===== config.mk =====
export PLATFORM = sky130hd
export DESIGN_NAME = edt_score_stage
export DESIGN_NICKNAME = d
export VERILOG_FILES = /design/src/rtl/edt_score_pkg.sv /design/src/rtl/edt_score_calc.sv /design/src/rtl/edt_slot_counter.sv /design/src/rtl/edt_slot_bank.sv /design/src/rtl/edt_score_stage.sv
export SDC_FILE = /design/constraint.sdc
export NUM_CORES = 1
export LEC_CHECK = 0
export ABC_AREA = 1
export BUFFER_PORTS_ARGS = -buffer_cell sky130_fd_sc_hd__clkbuf_2
export CORE_UTILIZATION = 63
export CTS_BUF_LIST = sky130_fd_sc_hd__clkbuf_8 sky130_fd_sc_hd__clkbuf_16
export DETAILED_ROUTE_END_ITERATION = 10
export PLACE_DENSITY = 0.85
export SETUP_SLACK_MARGIN = 0.02
export SYNTH_ARGS = -nofsm -noshare
export SYNTH_HDL_FRONTEND = slang
export SYNTH_SLANG_ARGS = --single-unit

===== constraint.sdc =====
create_clock -name clk -period 2.9 [get_ports clk]
set_input_delay 0.58 -clock clk [delete_from_list [all_inputs] [get_ports clk]]
set_output_delay 0.58 -clock clk [all_outputs]
set_load 0.05 [all_outputs]

===== src/rtl/edt_score_pkg.sv =====
package edt_score_pkg;
  parameter int OPW   = 2;
  parameter int SQW   = 4;
  parameter int DW    = 5;
  parameter int DEPTH = 30;
  parameter int AW    = $clog2(DEPTH);

  typedef struct packed {
    logic [OPW-1:0] r;
    logic [OPW-1:0] c;
    logic [DW-1:0]  delta;
  } slot_t;
endpackage


===== src/rtl/edt_score_calc.sv =====
module edt_score_calc
  import edt_score_pkg::*;
(
  input  logic [OPW-1:0] r,
  input  logic [OPW-1:0] c,
  input  logic [OPW-1:0] k,
  output logic [DW-1:0]  delta
);
  localparam int PADW = SQW - OPW;

  logic [SQW-1:0] r_ext, c_ext, k_ext;
  logic [SQW-1:0] r_sq, c_sq, k_sq;
  logic [SQW-1:0] bound, dist_sq;

  always_comb begin
    r_ext   = {{PADW{1'b0}}, r};
    c_ext   = {{PADW{1'b0}}, c};
    k_ext   = {{PADW{1'b0}}, k};
    r_sq    = r_ext * r_ext;
    c_sq    = c_ext * c_ext;
    k_sq    = k_ext * k_ext;
    bound   = k_ext + k_sq;
    dist_sq = r_sq + c_sq;
    delta   = {1'b0, bound} - {1'b0, dist_sq};
  end

  // with legal operands the score stays within -6..+12
  always_comb begin
    if (r <= 2'd2 && c <= 2'd2 && k != 2'd0) begin
      p_delta_span_r2: assert ($signed(delta) >= -6 && $signed(delta) <= 12);
    end
  end
endmodule


===== src/rtl/edt_slot_counter.sv =====
module edt_slot_counter
  import edt_score_pkg::*;
(
  input  logic          clk,
  input  logic          rst_n,
  input  logic          clr,
  input  logic          adv,
  output logic [AW-1:0] ptr
);
  localparam logic [AW-1:0] LAST = AW'(DEPTH - 1);

  always_ff @(posedge clk or negedge rst_n) begin
    if (!rst_n)            ptr <= '0;
    else if (clr)          ptr <= '0;
    else if (adv)          ptr <= (ptr == LAST) ? '0 : ptr + 1'b1;
  end

  p_ptr_range_r4: assert property (@(posedge clk) disable iff (!rst_n)
    ptr <= LAST);
  p_wrap_r4: assert property (@(posedge clk) disable iff (!rst_n)
    (adv && !clr && ptr == LAST) |=> ptr == '0);
  p_step_r4: assert property (@(posedge clk) disable iff (!rst_n)
    (adv && !clr && ptr != LAST) |=> ptr == $past(ptr) + 1'b1);
  p_clear_wins_r5: assert property (@(posedge clk) disable iff (!rst_n)
    clr |=> ptr == '0);
  p_idle_hold_r6: assert property (@(posedge clk) disable iff (!rst_n)
    (!adv && !clr) |=> $stable(ptr));
endmodule


===== src/rtl/edt_slot_bank.sv =====
module edt_slot_bank
  import edt_score_pkg::*;
(
  input  logic          clk,
  input  logic          rst_n,
  input  logic          we,
  input  logic [AW-1:0] wa,
  input  slot_t         wd,
  input  logic [AW-1:0] ra,
  output slot_t         rd
);
  slot_t slot_q [DEPTH];

  for (genvar i = 0; i < DEPTH; i++) begin : g_slot
    always_ff @(posedge clk or negedge rst_n) begin
      if (!rst_n)                       slot_q[i] <= '0;
      else if (we && wa == AW'(i))      slot_q[i] <= wd;
    end

    p_write_lands_r3: assert property (@(posedge clk) disable iff (!rst_n)
      (we && wa == AW'(i)) |=> slot_q[i] == $past(wd));
    p_untouched_r6: assert property (@(posedge clk) disable iff (!rst_n)
      !(we && wa == AW'(i)) |=> $stable(slot_q[i]));
  end

  always_comb begin
    rd = '0;
    for (int i = 0; i < DEPTH; i++) begin
      if (ra == AW'(i)) rd = slot_q[i];
    end
  end
endmodule


===== src/rtl/edt_score_stage.sv =====
module edt_score_stage
  import edt_score_pkg::*;
(
  input  logic           clk,
  input  logic           rst_n,
  input  logic           clr,
  input  logic           in_valid,
  output logic           in_ready,
  input  logic [1:0]     in_r,
  input  logic [1:0]     in_c,
  input  logic [1:0]     in_k,
  output logic [4:0]     wr_ptr,
  input  logic [4:0]     rd_addr,
  output logic [1:0]     rd_r,
  output logic [1:0]     rd_c,
  output logic [4:0]     rd_delta
);
  logic          accept;
  logic [DW-1:0] score;
  slot_t         wr_data, rd_data;

  assign in_ready = !clr;
  assign accept   = in_valid && in_ready;

  edt_score_calc u_calc (
    .r     (in_r),
    .c     (in_c),
    .k     (in_k),
    .delta (score)
  );

  assign wr_data = '{r: in_r, c: in_c, delta: score};

  edt_slot_counter u_ptr (
    .clk   (clk),
    .rst_n (rst_n),
    .clr   (clr),
    .adv   (accept),
    .ptr   (wr_ptr)
  );

  edt_slot_bank u_bank (
    .clk   (clk),
    .rst_n (rst_n),
    .we    (accept),
    .wa    (wr_ptr),
    .wd    (wr_data),
    .ra    (rd_addr),
    .rd    (rd_data)
  );

  assign rd_r     = rd_data.r;
  assign rd_c     = rd_data.c;
  assign rd_delta = rd_data.delta;

  // no sample is taken while clear is high
  p_no_take_in_clear_r5: assert property (@(posedge clk) disable iff (!rst_n)
    (clr && in_valid) |=> wr_ptr == '0);
endmodule


==> results of run 1 <==
## critical path: stages
cell       delay, ns
clkbuf_16       0.14
buf_8           0.13
nor2_4          0.15
nand3_4         0.14
or2_1           0.26
nand2_1         0.11
nand4_1         0.09
nand2_1         0.09
nand4_1         0.12
nand2_1         0.10
nand3_1         0.06
nand2_1         0.09
nand4_1         0.12
nor2_2          0.12
nand3_1         0.09
nand2_1         0.07
nand4_1         0.18
nand2_1         0.13
nand3_2         0.10
buf_8           0.17
## stage by stage
stage	setup slack, ns	instances	hold WS (ns)	TNS, ns
4_1_cts	-0.666	1973	0.0347	-4.89
2_1_floorplan	0.00760	1597	0.284	0
3_5_place_dp	-0.765	1912	0.466	-10.05
3_3_place_gp	-0.729	1912	0.459	-7.08
5_1_grt	-0.814	1979	0.0371	-6.51
6_report	-0.750	1979	-0.0185	-5.50
## worst paths after layout
path	startpoint	to	slack, ns	cells past startpoint
max	rd_addr[1]	rd_r[0]	-0.75	20
min	rst_n	u_bank.slot_q[199]$_DFFE_PN0P_	-0.02	1
max reg2reg	u_ptr.ptr[0]$_DFFE_PN0P_	u_bank.slot_q[176]$_DFFE_PN0P_	0.57	6
min reg2reg	u_bank.slot_q[19]$_DFFE_PN0P_	u_bank.slot_q[19]$_DFFE_PN0P_	0.48	2
max in group asynchronous	rst_n	u_bank.slot_q[24]$_DFFE_PN0P_	2.07	2
min in group clk	in_valid	u_ptr.ptr[0]$_DFFE_PN0P_	0.33	4
## layout make-up
class / count / share of cell area [%]
Clock buffer: 36 / 5.25
Timing Repair Buffer: 135 / 8.65
Multi-Input combinational cell: 1120 / 35.0
Sequential cell: 275 / 44.6
Clock inverter: 16 / 1.03
Tap cell: 265 / 2.15
Inverter: 132 / 3.39
## cells in the final DEF (no fill, tap or decap), drive strengths merged
| cell type | instances |
|---|---|
| fa | 2 |
| clkinv | 7 |
| nand2 | 552 |
| nor2 | 123 |
| a21oi | 36 |
| and3 | 1 |
| ha | 12 |
| o22ai | 3 |
| a31oi | 1 |
| inv | 137 |
| or2 | 16 |
| clkbuf | 57 |
| bufinv | 3 |
| xor2 | 2 |
| nand3 | 35 |
| nor3 | 4 |
| clkinvlp | 1 |
| a211oi | 1 |
| o32ai | 1 |
| nand4 | 60 |
| o21ai | 267 |
| dfrtp | 275 |
| xnor2 | 3 |
| nor3b | 1 |
| buf | 114 |
## routing by layer
metal / part of all wire, % / vias up / track usage (%)
met1: 38 / 5797 / 48.2
met3: 8.5 / 249 / 6.32
met5: 0.033 / - / 0
met4: 6.4 / 2 / 18.1
li1: - / 5333 / -
met2: 47 / 785 / 62.1
## repair_timing
item	4_1_cts	5_1_grt
gates resized for setup	94	41
endpoints found under the setup margin	9	9
setup buffers	9	8
pin swaps	57	47
hold buffers	0	0
## power by group
group	internal, uW	switching, uW	leakage (uW)	total, uW
combinational	405	857	0.00303	1260
sequential	4070	183	0.00375	4260
clock	2230	1570	0.000506	3800
## registers in the layout, summed over array words and instances, names as in the netlist
name and flops:
u_bank.slot_q 270, u_ptr.ptr 5
## cells by family after synthesis
logic type	Yosys count	synth area share [%]
AO/OA/AOI/OAI	309	12.2
adder cells (fa/ha/maj)	14	1.49
buffers and inverters	202	6.11
flip-flops	275	54.0
XOR/XNOR	5	0.344
AND/OR/NAND/NOR	792	25.8
==> metrics.md, run 1 <==
| Metric | Value |
|---|---|
| Final Max Tran Viols | 0 |
| Setup crit end kind | output port |
| Area after DPL | 13800 um^2 |
| Post-synth top cells | 551 x nand2_1, 275 x dfrtp_1, 267 x o21ai_0 |
| Root buf cell | clkbuf_16 |
| Unrepaired setup endpoints after global routing | yes |
| Syn avg cell area | 7.97 um^2 |
| Antenna violations before repair | 1 |
| Synth area leader | dfrtp_1 |
| WL/cell | 19.8 um |
| Via/cell ratio | 6.15 |
| Final Skew | 0.0144 ns |
| Minimum clock period | 3.65 ns |
| Register area | 6880 um^2 |
| RD Place Congestion | 0.959 |
| Fin crit share | 126% |
| Fillers | 1239 |
| Final hold slack | -0.0185 ns |
| Core box area | 19700 um^2 |
| Number of routed nets with antenna violations | 0 |
| Async SR Flop Fraction | 100% |
| Number of diodes | 0 |
| Drc violations | 0 |
| Chip height | 144 um |
| Worst endpoint required time | 2.32 ns |
| Finished Cell Area | 15400 um^2 |
| CP Data Arrival Time | 3.07 ns |
| Layout Utilization | 78.6% |
| Run status | complete, but fails checks |
| Top-area cell type share of the netlist area | 54.0% |
| Largest net degree at the start of global routing | 75 |
| Die area | 20800 um^2 |
| Clk sinks | 275 |
| IO buf count | 29 |
| Pwr dens | 604 nW/um^2 |
| Post-synth EDFFs | 0 |
| Gr usage total | 37.5% |
| Layout Nets | 1721 |
| Min-delay worst type | in2async |
| Ports | 30 |
| Clk_lat worst skew | 0.56 ns |
| Synth warnings | 0 |
| Grt ovf | 0 |
| Syn Inst Count | 1597 |
| Worst-path clk slew | 0.06 ns |
| P_leak | 0.00728 uW |
| CTS tree | yes |
| Multi-input logic area | 5400 um^2 |
| Total number of vias | 12200 |
| Pre-antenna DRT Iters | 9 |
| Largest cells by area after synthesis | dfrtp_1 54%, nand2_1 16%, o21ai_0 10% |
| Fmax | 0.274 GHz |
| Mapped Nets | 1626 |
| First-pass GRT wire length | 59900 um |
| Initial core utilization | 64.8% |
| Vias in the first global route | 11500 |
| CP startpoint kind | input pin |
| Final Hold Viols | 6 |
| Tot Pwr | 9320 uW |
| Horiz. Die Dim | 144 um |
| Detailed placement HPWL | 23600 um |
| Placement row count | 51 |
| Top FF cell, synth | dfrtp_1 |
| Worst-margin pin slew | 0.996 ns |
| #FFs+latches synth | 275 |
| Share of layout cells above drive strength 1 | 16.2% |
| VDD IR max | 0.000523 V |
| Crit-path max FO | 5 |
| Most frequent cell after synthesis | nand2_1 |
| Max-cap violation count | 0 |
| Failing checks | negative hold slack, negative setup slack |
| Register area share after synthesis | 54.0% |
| Final Worst Setup Slack | -0.750 ns |
| H-tree levels | 1 |
| Count of final setup violators | 9 |
| Initial DRC count | 1515 |
| Post-Syn Area | 12700 um^2 |
| Total wire length | 39200 um |
| Slew headroom | 33.5% |
| CTS Buf Count | 28 |
| WS Path Type | in2out |
| Area Growth Syn to Fin | 21.3% |
| CTS max path bufs | 3 |
| Synth cell types | 32 |
Note: power is estimated with default switching activity, not from simulation.
==> run 2: changes to the inputs <==
- ABC_AREA: 1 -> unset
- CORE_ASPECT_RATIO: unset -> 1.75
==> metrics.md, run 2 <==
| Metric | Value |
|---|---|
| Net Sw Frac | 30.4% (was 28.0%) |
| Worst endpoint required time | 2.32 ns (about the same) |
| Final Skew | 0.0167 ns (was 0.0144 ns) |
| WL/cell | 32.6 um (was 19.8 um) |
| Syn Inst Count | 1423 (was 1597) |
| Initial core utilization | 64.5% (was 64.8%) |
| # hold bufs at CTS | 0 (unchanged) |
| Pwr dens | 522 nW/um^2 (was 604 nW/um^2) |
| IO buf count | 29 (unchanged) |
| Mapped Nets | 1452 (was 1626) |
| Post-synth top cells | 275 x dfrtp_1, 232 x nand2_1, 183 x o21ai_0 (was 551 x nand2_1, 275 x dfrtp_1, 267 x o21ai_0) |
| Max incr delay on CP | 0.73 ns (was 0.26 ns) |
| Unrepaired setup endpoints after global routing | yes (unchanged) |
| Area Growth Syn to Fin | 32.7% (was 21.3%) |
| P_int | 6710 uW (about the same) |
| Share of layout cells above drive strength 1 | 36.8% (was 16.2%) |
| Horiz. Die Dim | 114 um (was 144 um) |
| Post-Synth XOR/XNOR Area | 0.252% (was 0.344%) |
| CTS Buf Count | 25 (was 28) |
| R2r setup slk | 0.55 ns (was 0.57 ns) |
| VDD IR max | 0.000801 V (was 0.000523 V) |
| Number of routed nets with antenna violations | 0 (unchanged) |
| Max-cap violation count | 0 (unchanged) |
| Fillers | 1105 (was 1239) |
| Comb power frac | 20.2% (was 13.5%) |
| Final Worst Setup Slack | -0.474 ns (was -0.750 ns) |
| Largest cells by area after synthesis | dfrtp_1 49%, mux2_2 10%, o21ai_0 6.6% (was dfrtp_1 54%, nand2_1 16%, o21ai_0 10%) |
| Most frequent cell after synthesis | dfrtp_1 (was nand2_1) |
| Top FF cell, synth | dfrtp_1 (unchanged) |
| Switching pwr | 2930 uW (was 2610 uW) |
| CP most frequent cell | buf_12 (was nand2_1) |
| Syn avg cell area | 9.79 um^2 (was 7.97 um^2) |
| Adder-Cell Fraction of Synth Area | 1.37% (was 1.49%) |
| Slew headroom | 40.3% (was 33.5%) |
| Root buf cell | clkbuf_16 (unchanged) |
| Synth cell types | 78 (was 32) |
| First-pass GRT wire length | 89200 um (was 59900 um) |
| Post-synth EDFFs | 0 (unchanged) |
| Total number of vias | 14300 (was 12200) |
| CP startpoint kind | input pin (unchanged) |
| Total wire length | 64200 um (was 39200 um) |
| Final Hold Viols | 0 (was 6) |
| CP cell instances | buf_12 > clkbuf_16 > buf_4 > nand2_1 > buf_6 > nor2_4 > a221oi_2 > o21ai_4 > o221ai_4 > a31oi_4 > buf_12 (was clkbuf_16 > buf_8 > nor2_4 > nand3_4 > or2_1 > nand2_1 > nand4_1 > nand2_1 > nand4_1 > nand2_1 > nand3_1 > nand2_1 > nand4_1 > nor2_2 > nand3_1 > nand2_1 > nand4_1 > nand2_1 > nand3_2 > buf_8) |
| Most common cell after layout, fill and taps aside | dfrtp_1 (was nand2_1) |
| Async SR Flop Fraction | 100% (unchanged) |
| Largest net degree at the start of global routing | 92 (was 75) |
| Register area share after synthesis | 49.4% (was 54.0%) |
| Synth Area in Compound Gates | 18.2% (was 12.2%) |
| Fmax | 0.296 GHz (was 0.274 GHz) |
| # placed instances | 1895 (was 1912) |
| Initial DRC count | 1960 (was 1515) |
| #FFs+latches synth | 275 (unchanged) |
| Die area | 22700 um^2 (was 20800 um^2) |
| Post-Syn Area | 13900 um^2 (was 12700 um^2) |
| Clk sinks | 275 (unchanged) |
| Largest registers | u_bank.slot_q (270), u_ptr.ptr (5) (unchanged) |
| R2R Path Start | u_ptr.ptr[0]$_DFFE_PN0P_ (unchanged) |
| Gr usage total | 55.5% (was 37.5%) |
| Layout Nets | 1688 (was 1721) |
| H-tree levels | 1 (unchanged) |
| Synth warnings | 0 (unchanged) |
| RD Place Congestion | 1.08 (was 0.959) |
| Largest family of logic cells by synthesized area | compound AO/OA/AOI/OAI gates (was simple AND/OR/NAND/NOR gates) |
| Worst-path clk slew | 0.07 ns (was 0.06 ns) |
| Clock network power share | 36.9% (was 40.8%) |
| Minimum clock period | 3.37 ns (was 3.65 ns) |
| Pre-CTS setup slack | -0.646 ns (was -0.765 ns) |
| Synth area leader | dfrtp_1 (unchanged) |
| CTS tree | yes (unchanged) |
| Synth Area in Simple Gates | 15.5% (was 25.8%) |
| Failing checks | negative setup slack (was negative hold slack, negative setup slack) |
| P_leak | 0.00856 uW (was 0.00728 uW) |
| Reg power frac | 43.0% (was 45.7%) |
| Non-filler cells, final | 1971 (was 1979) |
| Clk_lat worst skew | 0.57 ns (was 0.56 ns) |
| Count of final setup violators | 9 (unchanged) |
| Run status | complete, but fails checks (unchanged) |
| CTS max path bufs | 3 (unchanged) |
| Largest register FFs | 270 (unchanged) |
| Core box area | 21600 um^2 (was 19700 um^2) |
| Top-area cell type share of the netlist area | 49.4% (was 54.0%) |
| CP Data Arrival Time | 2.79 ns (was 3.07 ns) |
| Most flop-heavy register | u_bank.slot_q (unchanged) |
| Worst-margin pin slew | 0.893 ns (was 0.996 ns) |
| Setup TNS | -3.04 ns (was -5.50 ns) |
| Via/cell ratio | 7.27 (was 6.15) |
| Terminus of the critical flop-to-flop path | u_bank.slot_q[86]$_DFFE_PN0P_ (was u_bank.slot_q[176]$_DFFE_PN0P_) |
| R2R cell count | 5 (was 6) |
| Multi-input logic area | 7200 um^2 (was 5400 um^2) |
| Register area | 6880 um^2 (about the same) |
| Placement row count | 71 (was 51) |
| Min-delay worst type | in2async (unchanged) |
| Ports | 30 (unchanged) |
| WS Path Type | in2out (unchanged) |
| Crit-path max FO | 6 (was 5) |
| Drc violations | 0 (unchanged) |
| Commonest non-fill, non-tap cells in the layout | 274 x dfrtp_1, 237 x buf_4, 228 x nand2_1 (was 531 x nand2_1, 275 x dfrtp_1, 265 x o21ai_0) |
| Pre-antenna DRT Iters | 6 (was 9) |
| Final Max Tran Viols | 0 (unchanged) |
| Chip height | 199 um (was 144 um) |
| Setup crit end kind | output port (unchanged) |
| CP max-delay cell | a221oi_2 (was or2_1) |
| Fin crit share | 116% (was 126%) |
| Mux share of post-synthesis cell area | 11.1% (was 0%) |
| Vias in the first global route | 14200 (was 11500) |
| Detailed placement HPWL | 40700 um (was 23600 um) |
| Grt ovf | 0 (unchanged) |
| Antenna violations before repair | 5 (was 1) |
-- run 2: layout make-up --
| type | count | area share (%) |
|---|---|---|
| Antenna cell | 3 | 0.0406 |
| Clock buffer | 28 | 3.61 |
| Clock inverter | 16 | 1.04 |
| Inverter | 14 | 0.318 |
| Multi-Input combinational cell | 1017 | 38.9 |
| Sequential cell | 275 | 37.2 |
| Tap cell | 292 | 1.98 |
| Timing Repair Buffer | 326 | 16.8 |
-- run 2: what timing repair did --
item	4_1_cts	5_1_grt
setup buffers	4	19
endpoints found under the hold margin	0	0
pin swaps	21	40
gates cloned	0	7
setup endpoints to repair	9	9
gates resized for setup	82	119
-- run 2: routing by layer --
metal | wire length [um] | vias up | track usage, %
met5 | 16 | - | 0.230
met1 | 19300 | 6821 | 56.9
met2 | 28000 | 1306 | 84.4
met3 | 8370 | 611 | 21.8
met4 | 8590 | 2 | 55.0
li1 | - | 5584 | -
-- run 2: power by group through the flow --
stage | Sequential [uW] | Combinational, uW | Clock, uW
2_1_floorplan | 4160 | 745 | 0
3_3_place_gp | 4180 | 1590 | 0
3_5_place_dp | 4200 | 1630 | 0
4_1_cts | 4130 | 1710 | 3500
5_1_grt | 4150 | 2000 | 3680
6_report | 4140 | 1950 | 3550
-- run 2: worst max-delay path by stage --
stage	start	to	slack, ns	cells past startpoint
detailed placement	rd_addr[3]	rd_delta[3]	-0.65	10
global placement	rd_addr[1]	rd_delta[3]	-0.60	11
CTS	rd_addr[1]	rd_delta[3]	-0.30	11
finish	rd_addr[1]	rd_delta[1]	-0.47	11
floorplan	rd_addr[0]	rd_r[1]	-0.07	7
global route	rd_addr[4]	rd_delta[1]	-0.76	11
-- run 2: kinds of logic after synthesis --
group | count (synthesis)
flops | 275
mux | 139
compound gates | 407
fa+ha+maj | 14
buf+inv | 131
simple gates | 453
xor+xnor | 4
-- run 2: worst max-delay path: cells and delay by family --
| kind | cells | cell delay [ns] |
|---|---|---|
| AOI/OAI and AO/OA | 4 | 1.23 |
| and+or+nand+nor | 2 | 0.18 |
| buffers and inverters | 5 | 0.78 |
-- run 2: metrics by stage --
stage / utilization, % / instance area (um^2) / power, uW / hold slack [ns]
after floorplan: - / 14000 / 4910 / 0.284
after global placement: 76.0 / 16400 / 5770 / 0.457
after detailed placement: 76.0 / 16400 / 5830 / 0.466
after CTS: 81.8 / 17700 / 9330 / 0.0890
after global routing: 85.6 / 18500 / 9840 / 0.115
final: 85.6 / 18500 / 9640 / 0.0477
